**config.mk**
```make
export PLATFORM = sky130hd
export DESIGN_NAME = norm_divider
export DESIGN_NICKNAME = d
export VERILOG_FILES = /design/src/rtl/ndiv_pkg.sv /design/src/rtl/ndiv_sub.sv /design/src/rtl/ndiv_ctrl.sv /design/src/rtl/ndiv_path.sv /design/src/rtl/norm_divider.sv
export SDC_FILE = /design/constraint.sdc
export NUM_CORES = 1
export LEC_CHECK = 0
export BUFFER_PORTS_ARGS = -buffer_cell sky130_fd_sc_hd__buf_2
export CAP_MARGIN = 20
export CORE_MARGIN = 4
export CORE_UTILIZATION = 55
export CTS_CLUSTER_SIZE = 20
export DETAILED_ROUTE_END_ITERATION = 10
export PLACE_DENSITY = 0.74
export SLEW_MARGIN = 30
export SYNTH_ARGS = -nofsm -noshare
export SYNTH_HDL_FRONTEND = slang
export SYNTH_HIERARCHICAL = 1
export SYNTH_SLANG_ARGS = --single-unit
```
**constraint.sdc**
```tcl
create_clock -name clk -period 8 [get_ports clk]
set_input_delay 1.2 -clock clk [delete_from_list [all_inputs] [get_ports clk]]
set_output_delay 1.2 -clock clk [all_outputs]
set_load 0.01 [all_outputs]
```
**src/rtl/ndiv_pkg.sv**
```systemverilog
package ndiv_pkg;

    localparam int DEF_DVD_W = 24;
    localparam int DEF_DVR_W = 13;
    localparam int DEF_QUO_W = 13;

    typedef enum logic [1:0] {
        PH_IDLE  = 2'd0,
        PH_ALIGN = 2'd1,
        PH_QUOT  = 2'd2
    } phase_t;

    // Per-cycle datapath commands issued by the sequencer
    typedef struct packed {
        logic load;       // capture operands, clear quotient
        logic load_zero;  // zero divisor: force all-ones quotient
        logic shift_dsr;  // alignment: double the divisor
        logic pre_shift;  // alignment end: double the remainder once
        logic step;       // quotient phase: one compare-subtract
    } ctl_t;

    function automatic int shift_cnt_width(input int dvd_w);
        return $clog2(dvd_w + 1);
    endfunction

endpackage

```
**src/rtl/ndiv_sub.sv**
```systemverilog
module ndiv_sub #(
    parameter int W = 26
) (
    input  logic [W-1:0] minuend,
    input  logic [W-1:0] subtrahend,
    output logic         ge,
    output logic [W-1:0] diff
);
    logic [W:0] full;

    always_comb begin
        full = {1'b0, minuend} - {1'b0, subtrahend};
        ge   = ~full[W];
        diff = full[W-1:0];
    end
endmodule

```
**src/rtl/ndiv_ctrl.sv**
```systemverilog
module ndiv_ctrl
    import ndiv_pkg::*;
#(
    parameter int DVD_W = 24,
    parameter int CNT_W = 5
) (
    input  logic   clk,
    input  logic   rst,
    input  logic   start,
    input  logic   dvr_zero,
    input  logic   rem_ge_dsr,
    output ctl_t   ctl,
    output phase_t phase,
    output logic   done
);
    localparam logic [CNT_W-1:0] CNT_ONE = CNT_W'(1);

    logic [CNT_W-1:0] cnt;

    always_comb begin
        ctl = '0;
        unique case (phase)
            PH_IDLE: begin
                if (start) begin
                    ctl.load_zero = dvr_zero;
                    ctl.load      = ~dvr_zero;
                end
            end
            PH_ALIGN: begin
                ctl.shift_dsr = rem_ge_dsr;
                ctl.pre_shift = ~rem_ge_dsr;
            end
            PH_QUOT:  ctl.step = 1'b1;
            default:  ctl = '0;
        endcase
    end

    always_ff @(posedge clk) begin
        if (rst) begin
            phase <= PH_IDLE;
            cnt   <= '0;
            done  <= 1'b0;
        end else begin
            unique case (phase)
                PH_IDLE: begin
                    if (start) begin
                        if (dvr_zero) begin
                            done <= 1'b1;
                        end else begin
                            done  <= 1'b0;
                            cnt   <= '0;
                            phase <= PH_ALIGN;
                        end
                    end
                end
                PH_ALIGN: begin
                    if (rem_ge_dsr) begin
                        cnt <= cnt + CNT_ONE;
                    end else if (cnt == '0) begin
                        phase <= PH_IDLE;
                        done  <= 1'b1;
                    end else begin
                        phase <= PH_QUOT;
                    end
                end
                PH_QUOT: begin
                    cnt <= cnt - CNT_ONE;
                    if (cnt == CNT_ONE) begin
                        phase <= PH_IDLE;
                        done  <= 1'b1;
                    end
                end
                default: phase <= PH_IDLE;
            endcase
        end
    end

    assert_busy_no_done_R5: assert property (@(posedge clk) disable iff (rst)
        (phase != PH_IDLE) |-> !done);

    assert_cnt_bound_R9: assert property (@(posedge clk) disable iff (rst)
        (int'(cnt) <= DVD_W));

    assert_zero_div_R4: assert property (@(posedge clk) disable iff (rst)
        (phase == PH_IDLE && start && dvr_zero) |=> (done && phase == PH_IDLE));

    assert_busy_start_ignored_R6: assert property (@(posedge clk) disable iff (rst)
        (phase == PH_QUOT && cnt != CNT_ONE && start) |=> (phase == PH_QUOT));
endmodule

```
**src/rtl/ndiv_path.sv**
```systemverilog
module ndiv_path
    import ndiv_pkg::*;
#(
    parameter int DVD_W  = 24,
    parameter int DVR_W  = 13,
    parameter int QUO_W  = 13,
    parameter int WORK_W = 26
) (
    input  logic             clk,
    input  logic             rst,
    input  ctl_t             ctl,
    input  phase_t           phase,
    input  logic [DVD_W-1:0] dividend,
    input  logic [DVR_W-1:0] divisor,
    output logic             rem_ge_dsr,
    output logic             dvr_zero,
    output logic [QUO_W-1:0] quotient
);
    logic [WORK_W-1:0] rem;
    logic [WORK_W-1:0] dsr;
    logic [WORK_W-1:0] diff;
    logic [QUO_W-1:0]  quo;

    ndiv_sub #(.W(WORK_W)) u_sub (
        .minuend    (rem),
        .subtrahend (dsr),
        .ge         (rem_ge_dsr),
        .diff       (diff)
    );

    assign dvr_zero = (divisor == '0);
    assign quotient = quo;

    always_ff @(posedge clk) begin
        if (rst) begin
            rem <= '0;
            dsr <= '0;
            quo <= '0;
        end else if (ctl.load) begin
            rem <= WORK_W'(dividend);
            dsr <= WORK_W'(divisor);
            quo <= '0;
        end else if (ctl.load_zero) begin
            quo <= '1;
        end else if (ctl.shift_dsr) begin
            dsr <= dsr << 1;
        end else if (ctl.pre_shift) begin
            rem <= rem << 1;
        end else if (ctl.step) begin
            if (rem_ge_dsr) begin
                rem <= diff << 1;
                quo <= {quo[QUO_W-2:0], 1'b1};
            end else begin
                rem <= rem << 1;
                quo <= {quo[QUO_W-2:0], 1'b0};
            end
        end
    end

    assert_rem_below_R10: assert property (@(posedge clk) disable iff (rst)
        (phase == PH_QUOT) |-> ({1'b0, rem} < {dsr, 1'b0}));

    assert_dsr_hold_R10: assert property (@(posedge clk) disable iff (rst)
        (phase == PH_QUOT) |=> $stable(dsr));

    assert_zero_quo_R4: assert property (@(posedge clk) disable iff (rst)
        ctl.load_zero |=> (&quo));

    assert_no_overflow_R9: assert property (@(posedge clk) disable iff (rst)
        (phase == PH_ALIGN) |-> !dsr[WORK_W-1]);
endmodule

```
**src/rtl/norm_divider.sv**
```systemverilog
module norm_divider
    import ndiv_pkg::*;
#(
    parameter int DVD_W = DEF_DVD_W,
    parameter int DVR_W = DEF_DVR_W,
    parameter int QUO_W = DEF_QUO_W
) (
    input  logic             clk,
    input  logic             rst,
    input  logic             start,
    input  logic [DVD_W-1:0] dividend,
    input  logic [DVR_W-1:0] divisor,
    output logic [QUO_W-1:0] quotient,
    output logic             done
);
    // Two spare bits: aligned divisor < 2*dividend, remainder doubled once more
    localparam int WORK_W = DVD_W + 2;
    localparam int CNT_W  = shift_cnt_width(DVD_W);

    ctl_t   ctl;
    phase_t phase;
    logic   rem_ge_dsr;
    logic   dvr_zero;

    ndiv_ctrl #(.DVD_W(DVD_W), .CNT_W(CNT_W)) u_ctrl (
        .clk        (clk),
        .rst        (rst),
        .start      (start),
        .dvr_zero   (dvr_zero),
        .rem_ge_dsr (rem_ge_dsr),
        .ctl        (ctl),
        .phase      (phase),
        .done       (done)
    );

    ndiv_path #(.DVD_W(DVD_W), .DVR_W(DVR_W), .QUO_W(QUO_W), .WORK_W(WORK_W)) u_path (
        .clk        (clk),
        .rst        (rst),
        .ctl        (ctl),
        .phase      (phase),
        .dividend   (dividend),
        .divisor    (divisor),
        .rem_ge_dsr (rem_ge_dsr),
        .dvr_zero   (dvr_zero),
        .quotient   (quotient)
    );

    assert_done_stable_R1: assert property (@(posedge clk) disable iff (rst)
        (done && !start) |=> (done && $stable(quotient)));
endmodule

```
After elaboration in Yosys (flattened, before gate mapping)
Index checks and enable logic that the tools add are counted.
W data, S select, Z words.
{ "op_classes": {"add_sub_neg": 3, "n_eq_ne": 13, "mux": 34, "bitwise": 4, "reduce_logical": 17} }
{ "op_table": {"columns": ["cell", "n"], "rows": [
  ["$mux W13", 7],
  ["$mux W26", 3],
  ["$mux W24", 3],
  ["$sub A26 B26 Y27", 1],
  ["$mux W2", 8],
  ["$mux W5", 3],
  ["$pmux W5 S3", 1],
  ["$ne A2 B1 Y1 const B", 7],
  ["$logic_not A13 Y1", 1],
  ["$reduce_and A3 Y1", 3],
  ["$reduce_and A4 Y1", 2],
  ["$mux W1", 7],
  ["$ne A2 B2 Y1 const B", 3],
  ["$pmux W2 S3", 1],
  ["$reduce_bool A2 Y1", 3],
  ["$reduce_bool A3 Y1", 2],
  ["$add A5 B1 Y5 const B", 1],
  ["$eq A5 B1 Y1 const B", 1],
  ["$logic_not A5 Y1", 1],
  ["$reduce_and A5 Y1", 1],
  ["$sub A5 B1 Y5 const B", 1],
  ["$not A1 Y1", 4],
  ["$reduce_and A2 Y1", 2],
  ["$pmux W1 S3", 1],
  ["4 further kinds", 4]
]} }
{ "totals": {"regBits": 73, "inputBits": 40, "output_inout_bits": 14} }

Logic depth before layout (Yosys ltp)
Gate-level depths: netlist of the first run.
{ "logic_depth": {"word_depth": 7, "mapped_depth": 16, "depth_no_buf": 14} }

Modules after synthesis
Netlist of the first run, hierarchy kept.
{ "modules_own_cells": {"columns": ["mod", "n_inst", "cells_per_inst", "area_each_um2"], "rows": [
  ["ndiv_path", 1, 371, 3115.5],
  ["ndiv_sub", 1, 239, 1534.0],
  ["ndiv_ctrl", 1, 82, 679.4]
]} }

Worst setup path after synthesis of the first run
Ideal clock, no wire load.
{ "synth_timing": {"path_type": "reg-to-reg", "start": "reg u_path.dsr[0]", "end": "reg u_path.rem[11]", "setup_ns": 0.092, "t_arrival_ns": 3.388, "required_time_ns": 7.908, "slack_ns": 4.520, "path_stages_with_launch": 16, "synth_period_minus_slack_ns": 3.480, "cell_sequence": "dfxtp_1 > ha_1 > inv_1 > fa_1 > a21oi_1 > o21ai_0 > a21oi_2 > o211ai_2 > a221oi_2 > o21ai_0 > nor2b_1 > or2_1 > buf_6 > a21oi_4 > buf_4 > o32ai_1"} }
{ "synth_between": {"word_cells_on_any_way": 12} }
{ "synth_lines": {"columns": ["element", "line_no", "text"], "rows": [
  ["from (decl)", "ndiv_path.sv:20", "logic [WORK_W-1:0] dsr;"],
  ["from (signal assigned)", "ndiv_path.sv:41", "dsr <= WORK_W'(divisor);"],
  ["from (signal assigned)", "ndiv_path.sv:46", "dsr <= dsr << 1;"],
  ["$sub A26 B26 Y27", "ndiv_sub.sv:12", "full = {1'b0, minuend} - {1'b0, subtrahend};"],
  ["$not A1 Y1", "ndiv_sub.sv:13", "ge = ~full[W];"],
  ["net rem_ge_dsr", "norm_divider.sv:22", "logic rem_ge_dsr;"],
  ["$mux W2", "ndiv_ctrl.sv:22", "unique case (phase)"],
  ["$ne A2 B1 Y1 (no source line)", null, null],
  ["$reduce_and A3 Y1 (no source line)", null, null],
  ["to (signal assigned)", "ndiv_path.sv:40", "rem <= WORK_W'(dividend);"],
  ["to (signal assigned)", "ndiv_path.sv:48", "rem <= rem << 1;"],
  ["to (signal assigned)", "ndiv_path.sv:51", "rem <= diff << 1;"],
  ["to (decl)", "ndiv_path.sv:19", "logic [WORK_W-1:0] rem;"]
]} }
The timed path passes the listed nets, and every way through them passes these cells. The select of a mux whose other input is x is not followed.
A chain may end at the register's enable or synchronous reset.

Final worst setup path of the first run
{ "layout_timing": {"start": "reg u_path.dsr[0]", "end": "reg u_path.rem[17]"} }
The elaborated chain is that of the path after synthesis.

==> metrics.txt, run 1 <==
run status finished, violations left; Starting Density between 50% and 60%; share of cells above drive strength 1 between 10% and 20%; met1 usage approximately a third; gr busiest metal met2; nets between 700 and 800; Leak between 2 and 2.5 nW; worst min path class reg -> reg; number of global-route vias before repair 4,838; Clock Latency Late Sink 0.36 ns; unrepaired setup endpoints after global routing no; clk root buf clkbuf_8; Via-to-Cell Ratio 6.076; WL per Instance approximately 16 um; Crit Path Max Fanout 27; period utilization 57.03%; CTS clk-pin slew, worst paths approximately 0.08 ns; CP Capture Type flip-flop; Fmax achieved between 200 and 250 MHz; Vias about 5,100; crit start category flip-flop; worst vdd ir 0.0002328 V; Synthesized Nets 756; All-Layer GR Usage about a quarter; I/O Pins between 50 and 60; Required @ worst endpoint slightly above 8 ns; Mapped Area between 5000 and 6000 sq um; CTS resizes 0; TritonCTS buffer count 9; Worst-Margin Slew 0.8475 ns; Setup Crit Path Kind reg -> reg; Post-DP HPWL about 9600 um; CTS Buffer Depth 2; Data arrival, critical path 4.76 ns; RD Place Congestion 0.9509; Syn Inst Count just under 700; first-pass GRT wire length between 20,000 and 25,000 um; # hold bufs at CTS 0; worst hold slack approximately 0.47 ns; GRT met3 Usage 4.311%; CTS tree built; CTS sink cnt 73; PortBufs between 50 and 60; die height 105.9 um; post-CTS setup buffers 0; largest net degree at the start of global routing between 40 and 50; core area 9284 sq um; antenna cells 0; Avg Inst Size Synth around 7.7 sq um; final wirelength around 14,000 um; max_slew headroom between 40% and 50%; skew final 0.01250 ns; Layout area overhead 8.039%; setup TNS 0 ns; Synth warnings 6; Setup violations, final 0; GR Layer Usage met2 39.30%; DRT antenna net count 0; row cnt 35; residual DRC count 1; Die Wd ~110 um; DRT iter0 DRCs about 370; DRT Pass-1 Iters 8; min Tclk post-route 4.562 ns; initial antenna violation count 0; violated checks DRC; max capacitance violation total 0; Final Hold Fails 0; Die ar. between 10,000 and 15,000 sq um; grt total ovfl 0; H-tree depth 3; Power Dens Cells about 470 nW/um^2; Final Slew Violations 0
==> power by group <==
part	switching, mW	total (mW)	internal (mW)
sequential	0.0693	0.505	0.436
clock	0.155	0.300	0.146
combinational	1.10	1.86	0.760
total	1.32	2.66	1.34
==> state kept, by name, summed over array words and instances, names as in the netlist <==
| signal | cells |
|---|---|
| u_path/dsr | 26 |
| u_path/rem | 26 |
| u_path/quotient | 13 |
| u_ctrl/cnt | 5 |
| u_ctrl/phase | 2 |
| u_ctrl/done | 1 |
==> worst paths after layout <==
kind | from | to | slack (ns) | cells past startpoint
setup / recovery | u_path/dsr[0] | u_path/rem[17] | 3.44 | 15
hold / removal | u_path/dsr[25] | u_path/dsr[25] | 0.47 | 2
hold reg to reg | u_path/dsr[25] | u_path/dsr[25] | 0.47 | 2
setup reg to reg | u_path/dsr[0] | u_path/rem[17] | 3.44 | 15
==> metal layers <==
metal,part of all wire (%),vias up
met5,0,-
met3,5.3,26
met4,2.0,0
met1,46,2419
met2,47,158
li1,-,2483
==> placed cells by master, fill, tap and decap left out, types with 3 or more instances in the layout <==
cell       count
xor2_1         6
xnor2_1       15
nor3_1         5
a311oi_1      18
dfxtp_1       73
nor2b_1        3
buf_4          5
nor2_1        28
clkbuf_8       9
nand4_1        7
a31oi_1       17
ha_1          34
o32ai_1       22
a21oi_1       54
nand2_1      105
inv_1         70
nand3_1        7
and3b_1       22
nor3b_1        4
o2111ai_1      4
o21bai_1      24
mux2i_1        3
a21o_1         3
a211oi_1      28
buf_2         53
o21ai_0       23
nand2b_1       4
o211ai_1       6
==> metrics by stage <==
stage | util [%] | instances | worst slack, ns | power, mW | instance area, sq um
after floorplan | - | 681 | 4.520 | 1.999 | 5276
after CTS | 61.35 | 837 | 3.423 | 2.635 | 5695
after detailed placement | 59.27 | 821 | 3.452 | 2.324 | 5503
after global routing | 61.40 | 837 | 3.096 | 2.868 | 5700
final | 61.40 | 837 | 3.438 | 2.661 | 5700
after global placement | 59.25 | 821 | 3.657 | 2.283 | 5500
==> layout make-up <==
| class | instances | area, sq um |
|---|---|---|
| Fill cell | 846 | 3583 |
| Multi-Input combinational cell | 491 | 3319 |
| Sequential cell | 73 | 1461 |
| Timing Repair Buffer | 58 | 302.8 |
| Inverter | 70 | 262.8 |
| Tap cell | 129 | 161.4 |
| Clock buffer | 10 | 127.6 |
| Clock inverter | 6 | 65.06 |
==> worst max-delay path, cell delays in order (launching register included) <==
cell and delay, ns:
dfxtp_1 0.36, ha_1 0.17, inv_1 0.06, fa_1 0.40
a21oi_1 0.25, o21ai_0 0.17, a21oi_2 0.32, o211ai_2 0.14
a221oi_2 0.32, o21ai_1 0.11, buf_4 0.22, nor2b_1 0.26
buf_4 0.32, or2_1 0.31, a21o_1 0.73, o32ai_1 0.23
No activity file was read; power rests on OpenSTA's default activity.
==> run 2, diff against run 1 <==
--- a/config.mk
+++ b/config.mk
@@ -5,6 +5,7 @@
 export SDC_FILE = /design/constraint.sdc
 export NUM_CORES = 1
 export LEC_CHECK = 0
+export ABC_AREA = 1
 export BUFFER_PORTS_ARGS = -buffer_cell sky130_fd_sc_hd__buf_2
 export CAP_MARGIN = 20
 export CORE_MARGIN = 4
==> constraint.sdc (replaced) <==
create_clock -name clk -period 4.78 [get_ports clk]
set_input_delay 0.717 -clock clk [delete_from_list [all_inputs] [get_ports clk]]
set_output_delay 0.717 -clock clk [all_outputs]
set_load 0.01 [all_outputs]
==> metrics.txt, run 2 <==
DRT Pass-1 Iters 6 (-2); Synthesized Nets 1,096 (+45%); period utilization 72.23% (+15 points); final wirelength 15,380 um (+12%); CTS clk-pin slew, worst paths 0.08 ns (about the same); Die ar. 12,630 sq um (+13%); clk root buf clkbuf_8; CP Capture Type flip-flop; Syn Inst Count 1,021 (+50%); RR Endpoint u_path/rem[11]; TritonCTS buffer count 9 (unchanged); setup ws final 1.327 ns (-2.111 ns); DRT antenna net count 0 (unchanged); RD Place Congestion 0.9192 (-3.3%); largest net degree at the start of global routing 61 (+30%); number of global-route vias before repair 5,502 (+14%); max capacitance violation total 0 (unchanged); Reg-to-Reg Start u_path/dsr[0]; CTS Buffer Depth 2 (unchanged); row cnt 37 (+5.7%); Final Hold Fails 0 (unchanged); residual DRC count 0 (-1); worst r2r path cells 19 (+4); Critical Path Source u_path/dsr[0]; Setup violations, final 0 (unchanged); Reg2Reg Setup Slack 1.33 ns (-2.11 ns); Synth warnings 6 (unchanged); core area 10,460 sq um (+13%); skew final 0.01066 ns (-0.001840 ns); top layer in use met4; met2 WL 6616 um (+2.9%); max_slew headroom 34.37% (-9.1 points); commonest non-fill, non-tap cell in the layout nand2_1; Required @ worst endpoint 5.04 ns (-3.15 ns); DP Worst Slack 1.418 ns (-2.034 ns); Mapped Area 5992 sq um (+14%); # hold bufs at CTS 0 (unchanged); grt total ovfl 0 (unchanged); Worst-Margin Slew 0.9821 ns (+0.1346 ns); crit start category flip-flop; nets 1,132 (+46%); first-pass GRT wire length 25,720 um (+11%); unrepaired setup endpoints after global routing no; Vias 6,144 (+21%); Fmax achieved 289.6 MHz (+32%); met1 WL 7515 um (+19%); worst min path class reg -> reg; setup TNS 0 ns (unchanged); Starting Density 57.27% (+0.44 points); Final Slew Violations 0 (unchanged); CTS sink cnt 73 (unchanged); post-CTS setup buffers 0 (unchanged); Avg Inst Size Synth 5.869 sq um (-24%); Setup Crit Path Kind reg -> reg; Post-DP HPWL 11,570 um (+20%); CTS resizes 0 (unchanged); run status completed; Layout area overhead 8.833%; Clock Latency Late Sink 0.35 ns (about the same); CP endpoint u_path/rem[11]; Die Wd 112.4 um (+6.1%); most frequent cells in the layout nand2_1 (318), nor2_1 (150), inv_1 (142), nand3_1 (88), dfxtp_1 (73); I/O Pins 54 (unchanged); Via-to-Cell Ratio 5.129 (-16%); min Tclk post-route 3.453 ns (-1.109 ns); Crit Path Max Fanout 23 (-15%); PortBufs 53 (unchanged); share of cells above drive strength 1 11.68% (-2.2 points); initial antenna violation count 0 (unchanged); met3 wire len 992 um (+37%); antenna cells 0 (unchanged); WL per Instance 12.84 um (-22%); DRT iter0 DRCs 442 (+20%); CTS tree built; Data arrival, critical path 3.71 ns (-1.05 ns); H-tree depth 3 (unchanged); die height 112.4 um (+6.1%); All-Layer GR Usage 24.64% (-0.032 points)
[run 2: critical path: stages (launching register included)]
cell     delay [ns]
dfxtp_1        0.37
ha_1           0.15
inv_1          0.08
fa_1           0.41
nand2_1        0.09
nand3_1        0.09
nand3_1        0.09
nand2_1        0.11
nand2_1        0.08
nand2_1        0.08
nand2_1        0.09
nand2_1        0.07
nand2_1        0.06
nand2_1        0.13
nor2_2         0.27
nor2_1         0.08
nand2_1        0.72
nand3_1        0.18
nor2_1         0.15
nor2_1         0.04
[run 2: area by class of cell]
type	count	area, sq um
flip-flops and latches	73	1461
multi-input cells	767	3792
well taps	136	170.2
inverters	146	550.5
clock inverters	4	73.82
clock buffers	12	155.1
repair buffers	60	317.8
fillers	1098	3941
[run 2: routing by layer]
metal / track usage [%] / vias up
li1: - / 3234
met1: 35.31 / 2729
met2: 37.35 / 164
met5: 0 / -
met4: 7.772 / 0
met3: 4.744 / 17
[run 2: worst min path at each step]
stage / start / endpoint / slack (ns) / depth (start not counted)
finish: u_path/rem[25] / u_path/rem[25] / 0.47 / 2
global route: u_path/quotient[10] / u_path/quotient[11] / 0.50 / 2
CTS: u_path/rem[25] / u_path/rem[25] / 0.48 / 2
detailed placement: u_path/rem[25] / u_path/rem[25] / 0.46 / 2
global placement: u_path/rem[25] / u_path/rem[25] / 0.46 / 2
floorplan: u_path/dsr[19] / u_path/dsr[19] / 0.44 / 2
[run 2: metrics by stage]
step	hold WS [ns]	cell area, sq um	cells	utilization (%)
after floorplan	0.4438	5992	1021	-
final	0.4740	6521	1198	62.33
after global routing	0.5002	6521	1198	62.33
after global placement	0.4616	6292	1182	60.14
after CTS	0.4767	6521	1198	62.33
after detailed placement	0.4622	6292	1182	60.14
Power of run 2 is not shown: default switching activity piles up to over one toggle a cycle in this logic, so the estimate is an artifact.
==> run 3, diff against run 2 <==
--- a/config.mk
+++ b/config.mk
@@ -12,7 +12,7 @@
 export CORE_UTILIZATION = 55
 export CTS_CLUSTER_SIZE = 20
 export DETAILED_ROUTE_END_ITERATION = 10
-export PLACE_DENSITY = 0.74
+export PLACE_DENSITY = 0.76
 export SLEW_MARGIN = 30
 export SYNTH_ARGS = -nofsm -noshare
 export SYNTH_HDL_FRONTEND = slang
==> constraint.sdc (replaced) <==
create_clock -name clk -period 2.9 [get_ports clk]
set_input_delay 0.435 -clock clk [delete_from_list [all_inputs] [get_ports clk]]
set_output_delay 0.435 -clock clk [all_outputs]
set_load 0.01 [all_outputs]
==> metrics.txt, run 3 (synthesized netlist as in run 2, its figures left out) <==
fin cells 1,241 (+3.6%); Via-to-Cell Ratio 5.301 (+3.4%); number of global-route vias before repair 5,720 (+4.0%); Die Wd 112.4 um (unchanged); DRT Pass-1 Iters 7 (+1); Final Slew Violations 0 (unchanged); CTS sink cnt 73 (unchanged); Die ar. 12,630 sq um (unchanged); most frequent cells in the layout nand2_1 (308), nor2_1 (147), inv_1 (138), nand3_1 (85), dfxtp_1 (71); register area 1466 sq um (+0.34%); run status completed; CTS tree built; # hold bufs at CTS 0 (unchanged); max_slew headroom 42.65% (+8.3 points); TritonCTS buffer count 9 (unchanged); Clock Latency Late Sink 0.35 ns (about the same); CP Capture Type flip-flop; clk root buf clkbuf_8; skew final 0.01174 ns (+0.001085 ns); Required @ worst endpoint 3.15 ns (-1.89 ns); setup TNS 0 ns (unchanged); Starting Density 57.27% (unchanged); Setup violations, final 0 (unchanged); crit start category flip-flop; WL per Instance 14.07 um (+9.6%); worst hold slack 0.3408 ns (-0.1332 ns); Fmax achieved 359.4 MHz (+24%); first-pass GRT wire length 26,880 um (+4.5%); DRT antenna net count 0 (unchanged); share of cells above drive strength 1 17.47% (+5.8 points); min Tclk post-route 2.782 ns (-0.6706 ns); Core Util, Final 67.89% (+5.6 points); footprint of the multi-input gates 3910 sq um (+3.1%); core area 10,460 sq um (unchanged); period utilization 95.94% (+24 points); CTS clk-pin slew, worst paths 0.08 ns (about the same); PortBufs 53 (unchanged); Setup Crit Path Kind reg -> reg; die height 112.4 um (unchanged); Data arrival, critical path 3.03 ns (-0.68 ns); CTS Buffer Depth 2 (unchanged); final wirelength 17,460 um (+14%); Inst Count DP 1,217 (+3.0%); Worst-Margin Slew 0.8593 ns (-0.1229 ns); DRT iter0 DRCs 608 (+38%); Crit Path Max Fanout 7 (-70%); row cnt 37 (unchanged); grt total ovfl 0 (unchanged); Vias 6,579 (+7.1%); commonest non-fill, non-tap cell in the layout nand2_1; max capacitance violation total 0 (unchanged); nets 1,176 (+3.9%); Post-DP HPWL 12,070 um (+4.3%); antenna cells 0 (unchanged); residual DRC count 0 (unchanged); H-tree depth 3 (unchanged); initial antenna violation count 0 (unchanged); Layout area overhead 18.54%; All-Layer GR Usage 25.52% (+0.88 points); Final Hold Fails 0 (unchanged); worst min path class in -> reg; largest net degree at the start of global routing 30 (-51%); Layout fillers 1,000 (-8.9%); I/O Pins 54 (unchanged); RD Place Congestion 0.9269 (+0.84%)
-- run 3: cell types whose count changed in the layout (fill, tap and decap cells not counted), moves of 3 or more --
cell	change
nand2_1	-10
buf_4	+33
inv_1	-4
buf_12	+4
nand3_1	-3
inv_2	+3
nand3_2	+3
nand2_2	+8
clkbuf_16	+3
nor2_1	-3
-- run 3: worst paths after layout --
path,from,to,slack (ns),cells past startpoint
setup / recovery,u_path/rem[0],u_path/rem[15],0.12,24
hold / removal,divisor[0],u_path/dsr[0],0.34,3
setup reg to reg,u_path/rem[0],u_path/rem[15],0.12,24
hold reg to reg,u_path/rem[25],u_path/rem[25],0.48,2
-- run 3: what timing repair did --
item	4_1_cts	5_1_grt
setup buffers	1	2
endpoints found under the setup margin	29	59
gates resized for setup	3	32
pin swaps	0	14
endpoints found under the hold margin	0	0
cloned	1	5
-- run 3: cell type report --
type | instances | area share (%)
Clock buffer | 10 | 1.797
Clock inverter | 5 | 1.462
Inverter | 146 | 7.803
Multi-Input combinational cell | 768 | 55.05
Sequential cell | 73 | 20.64
Tap cell | 136 | 2.396
Timing Repair Buffer | 103 | 10.85
-- run 3: metal layers --
metal	part of all wire, %	track usage [%]	up-vias
li1	-	-	3326
met3	7.1	3.935	51
met2	44	40.17	241
met4	3.2	7.051	0
met1	46	36.30	2961
met5	0	0	-
-- run 3: worst max-delay path: stages (launching register included) --
cell	delay [ns]
dfxtp_2	0.34
inv_2	0.06
ha_4	0.12
inv_2	0.04
fa_2	0.36
nand2_2	0.07
nand3_2	0.07
nand3_2	0.08
nand2_2	0.07
nand2_2	0.08
nand2_2	0.06
nand2_2	0.08
nand2_2	0.07
nand2_2	0.08
nand2_4	0.06
nor2_4	0.10
buf_6	0.11
clkinvlp_4	0.15
nand2_8	0.17
buf_6	0.17
nand2_1	0.06
nand2_1	0.07
nor2_1	0.05
nor2_1	0.10
nor2_1	0.05
-- run 3: metrics by stage --
| step | setup slack (ns) | instance area [sq um] |
|---|---|---|
| detailed placement | -0.07893 | 6600 |
| finish | 0.1178 | 7103 |
| global placement | -0.03296 | 6593 |
| floorplan | 0.1873 | 5992 |
| CTS | 0.02067 | 6874 |
| global route | -0.03374 | 7103 |
Power of run 3 is left out for the same reason.
